--- src/rtl/ilh_pkg.sv ---
package ilh_pkg;

  // Slot that holds the record `back` positions behind the newest one.
  function automatic int unsigned ring_slot(input int unsigned wptr,
                                            input int unsigned back,
                                            input int unsigned depth);
    return (wptr + depth - (back % depth) - 1) % depth;
  endfunction

  // Modular difference of two timestamps; caller truncates to its width.
  function automatic logic [63:0] stamp_delta(input logic [63:0] later,
                                              input logic [63:0] earlier);
    return later - earlier;
  endfunction

endpackage

--- src/rtl/ilh_stamp_bank.sv ---
module ilh_stamp_bank #(
  parameter int NUM_SRC = 8,
  parameter int TS_W    = 32
) (
  input  logic                            clk,
  input  logic                            rst_n,
  input  logic [TS_W-1:0]                 cycle_i,
  input  logic [NUM_SRC-1:0]              raise_i,
  output logic [NUM_SRC-1:0][TS_W-1:0]    stamps_o
);

  logic [NUM_SRC-1:0][TS_W-1:0] stamp_q;

  always_ff @(posedge clk) begin
    if (!rst_n) begin
      stamp_q <= '0;
    end else begin
      for (int s = 0; s < NUM_SRC; s++) begin
        if (raise_i[s]) stamp_q[s] <= cycle_i;
      end
    end
  end

  assign stamps_o = stamp_q;

  for (genvar g = 0; g < NUM_SRC; g++) begin : g_stamp_chk

    stamp_capture_chk: assert property (@(posedge clk) disable iff (!rst_n)
      raise_i[g] |=> stamps_o[g] == $past(cycle_i));

    stamp_hold_chk: assert property (@(posedge clk) disable iff (!rst_n)
      !raise_i[g] |=> $stable(stamps_o[g]));
  end

endmodule

--- src/rtl/ilh_ring.sv ---
module ilh_ring #(
  parameter int NUM_SRC = 8,
  parameter int DEPTH   = 16,
  parameter int TS_W    = 32,
  parameter int SRC_W   = 3,
  parameter int PTR_W   = 4
) (
  input  logic                          clk,
  input  logic                          rst_n,
  input  logic                          take_i,
  input  logic [SRC_W-1:0]              take_src_i,
  input  logic [TS_W-1:0]               cycle_i,
  input  logic [TS_W-1:0]               raised_ts_i,
  output logic [PTR_W-1:0]              wr_ptr_o,
  output logic [DEPTH-1:0][SRC_W-1:0]   src_o,
  output logic [DEPTH-1:0][TS_W-1:0]    taken_o,
  output logic [DEPTH-1:0][TS_W-1:0]    raised_o
);

  localparam logic [PTR_W-1:0] LAST_SLOT = PTR_W'(DEPTH - 1);

  logic [PTR_W-1:0]            wr_ptr_q;
  logic [DEPTH-1:0][SRC_W-1:0] src_q;
  logic [DEPTH-1:0][TS_W-1:0]  taken_q;
  logic [DEPTH-1:0][TS_W-1:0]  raised_q;

  // Named internal events for the checks below.
  logic wr_fire;
  logic wr_last;
  logic wr_wrap;

  assign wr_fire = take_i;
  assign wr_last = (wr_ptr_q == LAST_SLOT);
  assign wr_wrap = wr_fire && wr_last;

  always_ff @(posedge clk) begin
    if (!rst_n) begin
      wr_ptr_q <= '0;
      src_q    <= '0;
      taken_q  <= '0;
      raised_q <= '0;
    end else if (wr_fire) begin
      src_q[wr_ptr_q]    <= take_src_i;
      taken_q[wr_ptr_q]  <= cycle_i;
      raised_q[wr_ptr_q] <= raised_ts_i;
      wr_ptr_q           <= wr_last ? '0 : wr_ptr_q + 1'b1;
    end
  end

  assign wr_ptr_o = wr_ptr_q;
  assign src_o    = src_q;
  assign taken_o  = taken_q;
  assign raised_o = raised_q;


  ptr_wrap_chk: assert property (@(posedge clk) disable iff (!rst_n)
    wr_wrap |=> wr_ptr_o == '0);

  ptr_step_chk: assert property (@(posedge clk) disable iff (!rst_n)
    (wr_fire && !wr_last) |=> wr_ptr_o == $past(wr_ptr_o) + 1'b1);

  ptr_idle_chk: assert property (@(posedge clk) disable iff (!rst_n)
    !wr_fire |=> $stable(wr_ptr_o));

  rec_write_chk: assert property (@(posedge clk) disable iff (!rst_n)
    wr_fire |=> taken_o[$past(wr_ptr_o)] == $past(cycle_i)
                && raised_o[$past(wr_ptr_o)] == $past(raised_ts_i)
                && src_o[$past(wr_ptr_o)] == $past(take_src_i));

endmodule

--- src/rtl/ilh_reader.sv ---
module ilh_reader
  import ilh_pkg::*;
#(
  parameter int DEPTH = 16,
  parameter int TS_W  = 32,
  parameter int SRC_W = 3,
  parameter int PTR_W = 4
) (
  input  logic                          clk,
  input  logic                          rst_n,
  input  logic [PTR_W-1:0]              wr_ptr_i,
  input  logic [DEPTH-1:0][SRC_W-1:0]   src_i,
  input  logic [DEPTH-1:0][TS_W-1:0]    taken_i,
  input  logic [DEPTH-1:0][TS_W-1:0]    raised_i,
  input  logic                          rd_req_i,
  input  logic [PTR_W-1:0]              rd_idx_i,
  output logic                          rd_valid_o,
  output logic [SRC_W-1:0]              rd_src_o,
  output logic [TS_W-1:0]               rd_latency_o,
  output logic                          rd_gap_valid_o,
  output logic [TS_W-1:0]               rd_gap_o
);

  logic [PTR_W-1:0] slot_of [DEPTH];
  logic [DEPTH-1:0] alive;
  logic [PTR_W-1:0] sel_slot;
  logic [PTR_W-1:0] prev_slot;
  logic             idx_in_range;
  logic             idx_nonzero;
  logic             hit;
  logic [TS_W-1:0]  lat_nxt;
  logic [TS_W-1:0]  gap_nxt;

  // Walk from the newest record back; alive[k] stays high only while every
  // record up to k has a nonzero take timestamp.
  always_comb begin
    for (int k = 0; k < DEPTH; k++) begin
      slot_of[k] = PTR_W'(ring_slot(int'(wr_ptr_i), k, DEPTH));
    end
    alive[0] = (taken_i[slot_of[0]] != '0);
    for (int k = 1; k < DEPTH; k++) begin
      alive[k] = alive[k-1] && (taken_i[slot_of[k]] != '0);
    end
  end

  always_comb begin
    idx_in_range = (int'(rd_idx_i) < DEPTH);
    idx_nonzero  = (rd_idx_i != '0);
    sel_slot     = PTR_W'(ring_slot(int'(wr_ptr_i), int'(rd_idx_i), DEPTH));
    prev_slot    = PTR_W'(ring_slot(int'(wr_ptr_i),
                          idx_nonzero ? int'(rd_idx_i) - 1 : 0, DEPTH));
    hit          = idx_in_range && alive[rd_idx_i];
    lat_nxt      = TS_W'(stamp_delta(64'(taken_i[sel_slot]),
                                     64'(raised_i[sel_slot])));
    gap_nxt      = TS_W'(stamp_delta(64'(taken_i[prev_slot]),
                                     64'(taken_i[sel_slot])));
  end

  always_ff @(posedge clk) begin
    if (!rst_n) begin
      rd_valid_o     <= 1'b0;
      rd_src_o       <= '0;
      rd_latency_o   <= '0;
      rd_gap_valid_o <= 1'b0;
      rd_gap_o       <= '0;
    end else if (rd_req_i) begin
      rd_valid_o     <= hit;
      rd_src_o       <= hit ? src_i[sel_slot] : '0;
      rd_latency_o   <= hit ? lat_nxt : '0;
      rd_gap_valid_o <= hit && idx_nonzero;
      rd_gap_o       <= (hit && idx_nonzero) ? gap_nxt : '0;
    end
  end


  rd_hold_chk: assert property (@(posedge clk) disable iff (!rst_n)
    !rd_req_i |=> $stable(rd_valid_o) && $stable(rd_src_o)
                  && $stable(rd_latency_o) && $stable(rd_gap_valid_o)
                  && $stable(rd_gap_o));

  newest_no_gap_chk: assert property (@(posedge clk) disable iff (!rst_n)
    (rd_req_i && rd_idx_i == '0) |=> !rd_gap_valid_o && rd_gap_o == '0);

  gap_implies_valid_chk: assert property (@(posedge clk) disable iff (!rst_n)
    rd_gap_valid_o |-> rd_valid_o);

  invalid_zero_chk: assert property (@(posedge clk) disable iff (!rst_n)
    !rd_valid_o |-> rd_src_o == '0 && rd_latency_o == '0);

endmodule

--- src/rtl/irq_latency_trace.sv ---
module irq_latency_trace #(
  parameter int NUM_SRC = 8,
  parameter int DEPTH   = 16,
  parameter int TS_W    = 32,
  parameter int CNT_W   = 16,
  parameter int SRC_W   = (NUM_SRC > 1) ? $clog2(NUM_SRC) : 1,
  parameter int PTR_W   = (DEPTH > 1) ? $clog2(DEPTH) : 1
) (
  input  logic               clk,
  input  logic               rst_n,
  input  logic [TS_W-1:0]    cycle_i,
  input  logic [NUM_SRC-1:0] raise_i,
  input  logic               sw_raise_i,
  input  logic               take_i,
  input  logic [SRC_W-1:0]   take_src_i,
  input  logic               rd_req_i,
  input  logic [PTR_W-1:0]   rd_idx_i,
  output logic               rd_valid_o,
  output logic [SRC_W-1:0]   rd_src_o,
  output logic [TS_W-1:0]    rd_latency_o,
  output logic               rd_gap_valid_o,
  output logic [TS_W-1:0]    rd_gap_o,
  output logic [CNT_W-1:0]   total_o
);

  logic [NUM_SRC-1:0][TS_W-1:0] stamps;
  logic [TS_W-1:0]              take_stamp;
  logic [PTR_W-1:0]             wr_ptr;
  logic [DEPTH-1:0][SRC_W-1:0]  ring_src;
  logic [DEPTH-1:0][TS_W-1:0]   ring_taken;
  logic [DEPTH-1:0][TS_W-1:0]   ring_raised;
  logic [CNT_W-1:0]             total_q;

  ilh_stamp_bank #(.NUM_SRC(NUM_SRC), .TS_W(TS_W)) u_stamps (
    .clk      (clk),
    .rst_n    (rst_n),
    .cycle_i  (cycle_i),
    .raise_i  (raise_i),
    .stamps_o (stamps)
  );

  // Stamp of the source being taken, as held before this edge.
  assign take_stamp = (int'(take_src_i) < NUM_SRC) ? stamps[take_src_i] : '0;

  ilh_ring #(
    .NUM_SRC(NUM_SRC), .DEPTH(DEPTH), .TS_W(TS_W),
    .SRC_W(SRC_W), .PTR_W(PTR_W)
  ) u_ring (
    .clk         (clk),
    .rst_n       (rst_n),
    .take_i      (take_i),
    .take_src_i  (take_src_i),
    .cycle_i     (cycle_i),
    .raised_ts_i (take_stamp),
    .wr_ptr_o    (wr_ptr),
    .src_o       (ring_src),
    .taken_o     (ring_taken),
    .raised_o    (ring_raised)
  );

  ilh_reader #(
    .DEPTH(DEPTH), .TS_W(TS_W), .SRC_W(SRC_W), .PTR_W(PTR_W)
  ) u_reader (
    .clk            (clk),
    .rst_n          (rst_n),
    .wr_ptr_i       (wr_ptr),
    .src_i          (ring_src),
    .taken_i        (ring_taken),
    .raised_i       (ring_raised),
    .rd_req_i       (rd_req_i),
    .rd_idx_i       (rd_idx_i),
    .rd_valid_o     (rd_valid_o),
    .rd_src_o       (rd_src_o),
    .rd_latency_o   (rd_latency_o),
    .rd_gap_valid_o (rd_gap_valid_o),
    .rd_gap_o       (rd_gap_o)
  );

  always_ff @(posedge clk) begin
    if (!rst_n) total_q <= '0;
    else        total_q <= total_q + CNT_W'(take_i) + CNT_W'(sw_raise_i);
  end

  assign total_o = total_q;


  total_double_chk: assert property (@(posedge clk) disable iff (!rst_n)
    (take_i && sw_raise_i) |=> total_o == $past(total_o) + CNT_W'(2));

  total_single_chk: assert property (@(posedge clk) disable iff (!rst_n)
    (take_i ^ sw_raise_i) |=> total_o == $past(total_o) + CNT_W'(1));

  total_idle_chk: assert property (@(posedge clk) disable iff (!rst_n)
    (!take_i && !sw_raise_i) |=> $stable(total_o));

endmodule

--- config.mk ---
export PLATFORM = sky130hd
export DESIGN_NAME = irq_latency_trace
export DESIGN_NICKNAME = d
export VERILOG_FILES = /design/src/rtl/ilh_pkg.sv /design/src/rtl/ilh_stamp_bank.sv /design/src/rtl/ilh_ring.sv /design/src/rtl/ilh_reader.sv /design/src/rtl/irq_latency_trace.sv
export SDC_FILE = /design/constraint.sdc
export NUM_CORES = 2
export LEC_CHECK = 0
export ABC_AREA = 1
export BUFFER_PORTS_ARGS = -buffer_cell sky130_fd_sc_hd__buf_2
export CAP_MARGIN = 15
export CORE_MARGIN = 2
export CORE_UTILIZATION = 35
export DETAILED_ROUTE_END_ITERATION = 10
export PLACE_DENSITY = 0.61
export SLEW_MARGIN = 20
export SYNTH_ARGS = -nofsm -noshare
export SYNTH_HDL_FRONTEND = slang
export SYNTH_SLANG_ARGS = --single-unit
--- constraint.sdc ---
create_clock -name clk -period 20 [get_ports clk]
set_input_delay 4 -clock clk [delete_from_list [all_inputs] [get_ports clk]]
set_output_delay 4 -clock clk [all_outputs]
set_load 0.02 [all_outputs]
==> flow_metrics.tcl <==
set metrics [dict create \
    max_stage_delay_ns 0.88 \
    grt_use_met2_pct 44.7 \
    tritoncts "done" \
    die_area_um2 261000 \
    synth_top_area_share_pct 31.5 \
    die_w_um 511 \
    yosysTopAreaCell "dfxtp_1" \
    power_frac_clock_pct 34.1 \
    intPower_uw 5750 \
    final_area_um2 97600 \
    cts_hold_buf 0 \
    rsz0062_at_grt "no" \
    track_usage_pct 30.6 \
    setup_viol 0 \
    gr-total-overflow 0 \
    ant_nets 0 \
    nNetsFinal 14000 \
    root_buffer "clkbuf_16" \
    synth_area_um2 90100 \
    multi_input_area_um2 53900 \
    grt_util_met1_pct 41.2 \
    clk_pin_slew_worst_paths_ns 0.06 \
    wl_um 421000 \
    yosysUniqueCellTypes 60 \
    register_area_um2 28400 \
    power_frac_comb_pct 34.4 \
    max_freq_ghz 0.0902 \
    die_h_um 511 \
    synth_area_leaders "dfxtp_1, nand2_1, o21ai_0" \
    viasPerCell 5.87 \
    max-cap-violations 0 \
    p_seq_share_pct 31.5 \
    clock-sinks 1417 \
    worst_slack_ns 8.91 \
    mostFrequentLayoutCell "nand2_1" \
    cp_slowest_cell "buf_4" \
    synth_area_per_cell_um2 6.18 \
    final_layout_size_suffix_gt1_share_pct 5.03 \
    r2r-start "u_ring.wr_ptr_o[1]" \
    grt_max_degree 265 \
    grt_antenna_before_repair 46 \
    cp_common_cell "nand2_1" \
    r2r_slack_ns 11.79 \
    path_buf_inv 5 \
    fin_util_pct 38.0 \
    holdPathEnd "u_ring.src_o[8]" \
    power.switching_uw 3840 \
    cts-buffers-inserted 167 \
    status "completed" \
    grt-busiest-layer "met2" \
    slew_viol_final 0 \
    syn_inst 14600 \
    post_cts_resize_count 0 \
    placed_area_um2 91800 \
    final.setup.tns_ns 0 \
    gp_congestion 1.05 \
    post_cts_buffers 0 \
    syn_nets 14700 \
    n_fill_cell 27900 \
    cp_data_required_time_ns 20.79 \
    remaining_drc_errors 0 \
    dp_slack_ns 8.20 \
    hold_depth 2 \
    setup.worst_path.start_class "input port" \
    crit_start "rd_idx_i[0]" \
    core_um2 256000 \
    critPathKind "in -> reg" \
    power_leakage_uw 0.0403 \
    hp-start "u_ring.src_o[8]" \
    min_path_type "reg -> reg" \
    seq_area_frac_synth_pct 31.5 \
    p_per_area_nw_per_um2 98.3 \
    fin_crit_sh_pct 55.5 \
    pin_count 137 \
    synthToLayoutAreaGrowth_pct 8.28 \
    ys_seq_elements 1417 \
    hold_viol 0 \
    initial_core_util_pct 35.1 \
    io_buffer_count 136 \
    cp.arrival_ns 11.88 \
    firstDrtPassIters 11 \
    irDropWorstVdd_mv 0.0607 \
    relSlewSlack_pct 16.1 \
    crit_family "buffers and inverters" \
    ys_warn_count 0 \
    cp_max_fo 216 \
    timing.rr.end "u_reader.rd_latency_o[24]" \
    finalClockSkew_ns 0.0781 \
    holdWs_ns 0.451 \
    grt_pass1_vias 89200 \
    grtUsageMet3_pct 6.32 \
    final_cell_mix "nand2_1, o21ai_0, a21oi_1" \
    grt_pass1_wl_um 610000 \
    sw_frac_of_total_pct 40.0 \
    worstSetupEndpointType "flop" \
    fin_crit_ns 11.09 \
    ctsHtreeMaxLevel 4 \
    placement_rows 186 \
    clk_latency_ns 0.88 \
    reg2reg_depth 22 \
    wl_per_cell_um 24.3 \
    worst_slew_pin_slew_ns 1.26 \
    hpwl_um 273000 \
    clockBufferDepth 4 \
    drtIter0Drc 15000 \
    route.vias.total 102000 \
]
-- registers in the layout (all words and copies together) (netlist names) --
register and count:
u_reader.rd_gap_o 32, u_ring.raised_o 512, u_ring.taken_o 512, u_reader.rd_gap_valid_o 1, u_reader.rd_latency_o 32, u_reader.rd_src_o 3
u_ring.wr_ptr_o 4, u_reader.rd_valid_o 1, u_stamps.stamps_o 256, u_ring.src_o 48, total_o 16
-- cells by family (layout without fill, tap and decap cells) --
family                   after synthesis  in the layout  synth area share (%)
AO/OA/AOI/OAI                       4456           4456                  26.2
XOR/XNOR                              71             71                 0.715
adder cells (fa/ha/maj)               88             88                  1.26
buffers and inverters               2045           1407                  9.05
flip-flops                          1417           1417                  31.5
multiplexers                         168            168                  1.87
other                                  0             26                     0
AND/OR/NAND/NOR                     6326           6326                  29.4
-- worst max path at each step --
stage / to / slack [ns] / cells after the start
after detailed placement: u_reader.rd_latency_o[22] / 8.20 / 24
after CTS: u_reader.rd_latency_o[22] / 9.10 / 24
after global routing: u_reader.rd_latency_o[24] / 8.41 / 25
final: u_reader.rd_latency_o[24] / 8.91 / 25
after floorplan: u_reader.rd_latency_o[24] / 10.95 / 27
after global placement: u_reader.rd_latency_o[24] / 8.24 / 25
-- area by class of cell --
cell class                 count  area share, %
inverter                     791           3.10
antenna                       26         0.0667
multi-input combinational  11100           55.2
tap                         3384           4.34
timing repair buffer         325           2.33
clock buffer                 229           4.95
sequential                  1417           29.1
clock inverter                62          0.895
-- tightest hold or removal path, delay by kind of cell (launching register included) --
kind	cells	cell delay, ns
buffers and inverters	1	0.05
flip-flops	1	0.30
AO/OA/AOI/OAI	1	0.05
-- power groups by stage --
stage                     combinational (µW)  clock (µW)  sequential, µW
after CTS                               3170        3300            3020
after global routing                    3480        3400            3030
after floorplan                         1980           0            3100
final                                   3300        3270            3020
after global placement                  3160           0            3080
after detailed placement                3160           0            3080
-- per-layer routing --
metal | vias up | part of all wire [%] | routed length, µm
met5 | - | 0.020 | 84
met4 | 10 | 7.0 | 29300
met3 | 1079 | 11 | 46900
li1 | 47800 | - | -
met1 | 47100 | 41 | 172000
met2 | 5802 | 41 | 173000
-- synth_stat cells, drive strengths merged --
library cell     n
a21oi         1654
nor2b            1
nand3b          22
xnor2           22
dfxtp         1417
ha              83
nor3            30
o31a             1
and2            51
nor2          1358
nand4          127
nor3b            1
mux2             1
o21a            41
a31oi           73
o31ai            1
and3            10
o2111ai          2
clkbuf         926
fa               5
a22oi            1
nand2         3101
clkinv           5
a21boi           8
o41ai            1
xor2            49
o21ai         2280
a211oi           2
nand3         1614
nor4             4
or2              6
o22ai            1
o21bai           4
a22o             4
nand2b           1
mux2i          167
a21o             6
a221oi           1
a311oi          33
buf            328
o221ai          35
o211ai         308
inv            786
-- metrics by stage --
step           total power (µW)  instances
2_1_floorplan              5080      14600
3_3_place_gp               6250      17000
3_5_place_dp               6240      17000
4_1_cts                    9490      17300
5_1_grt                    9920      17300
6_report                   9590      17300
No activity file was read; power rests on OpenSTA's default activity.
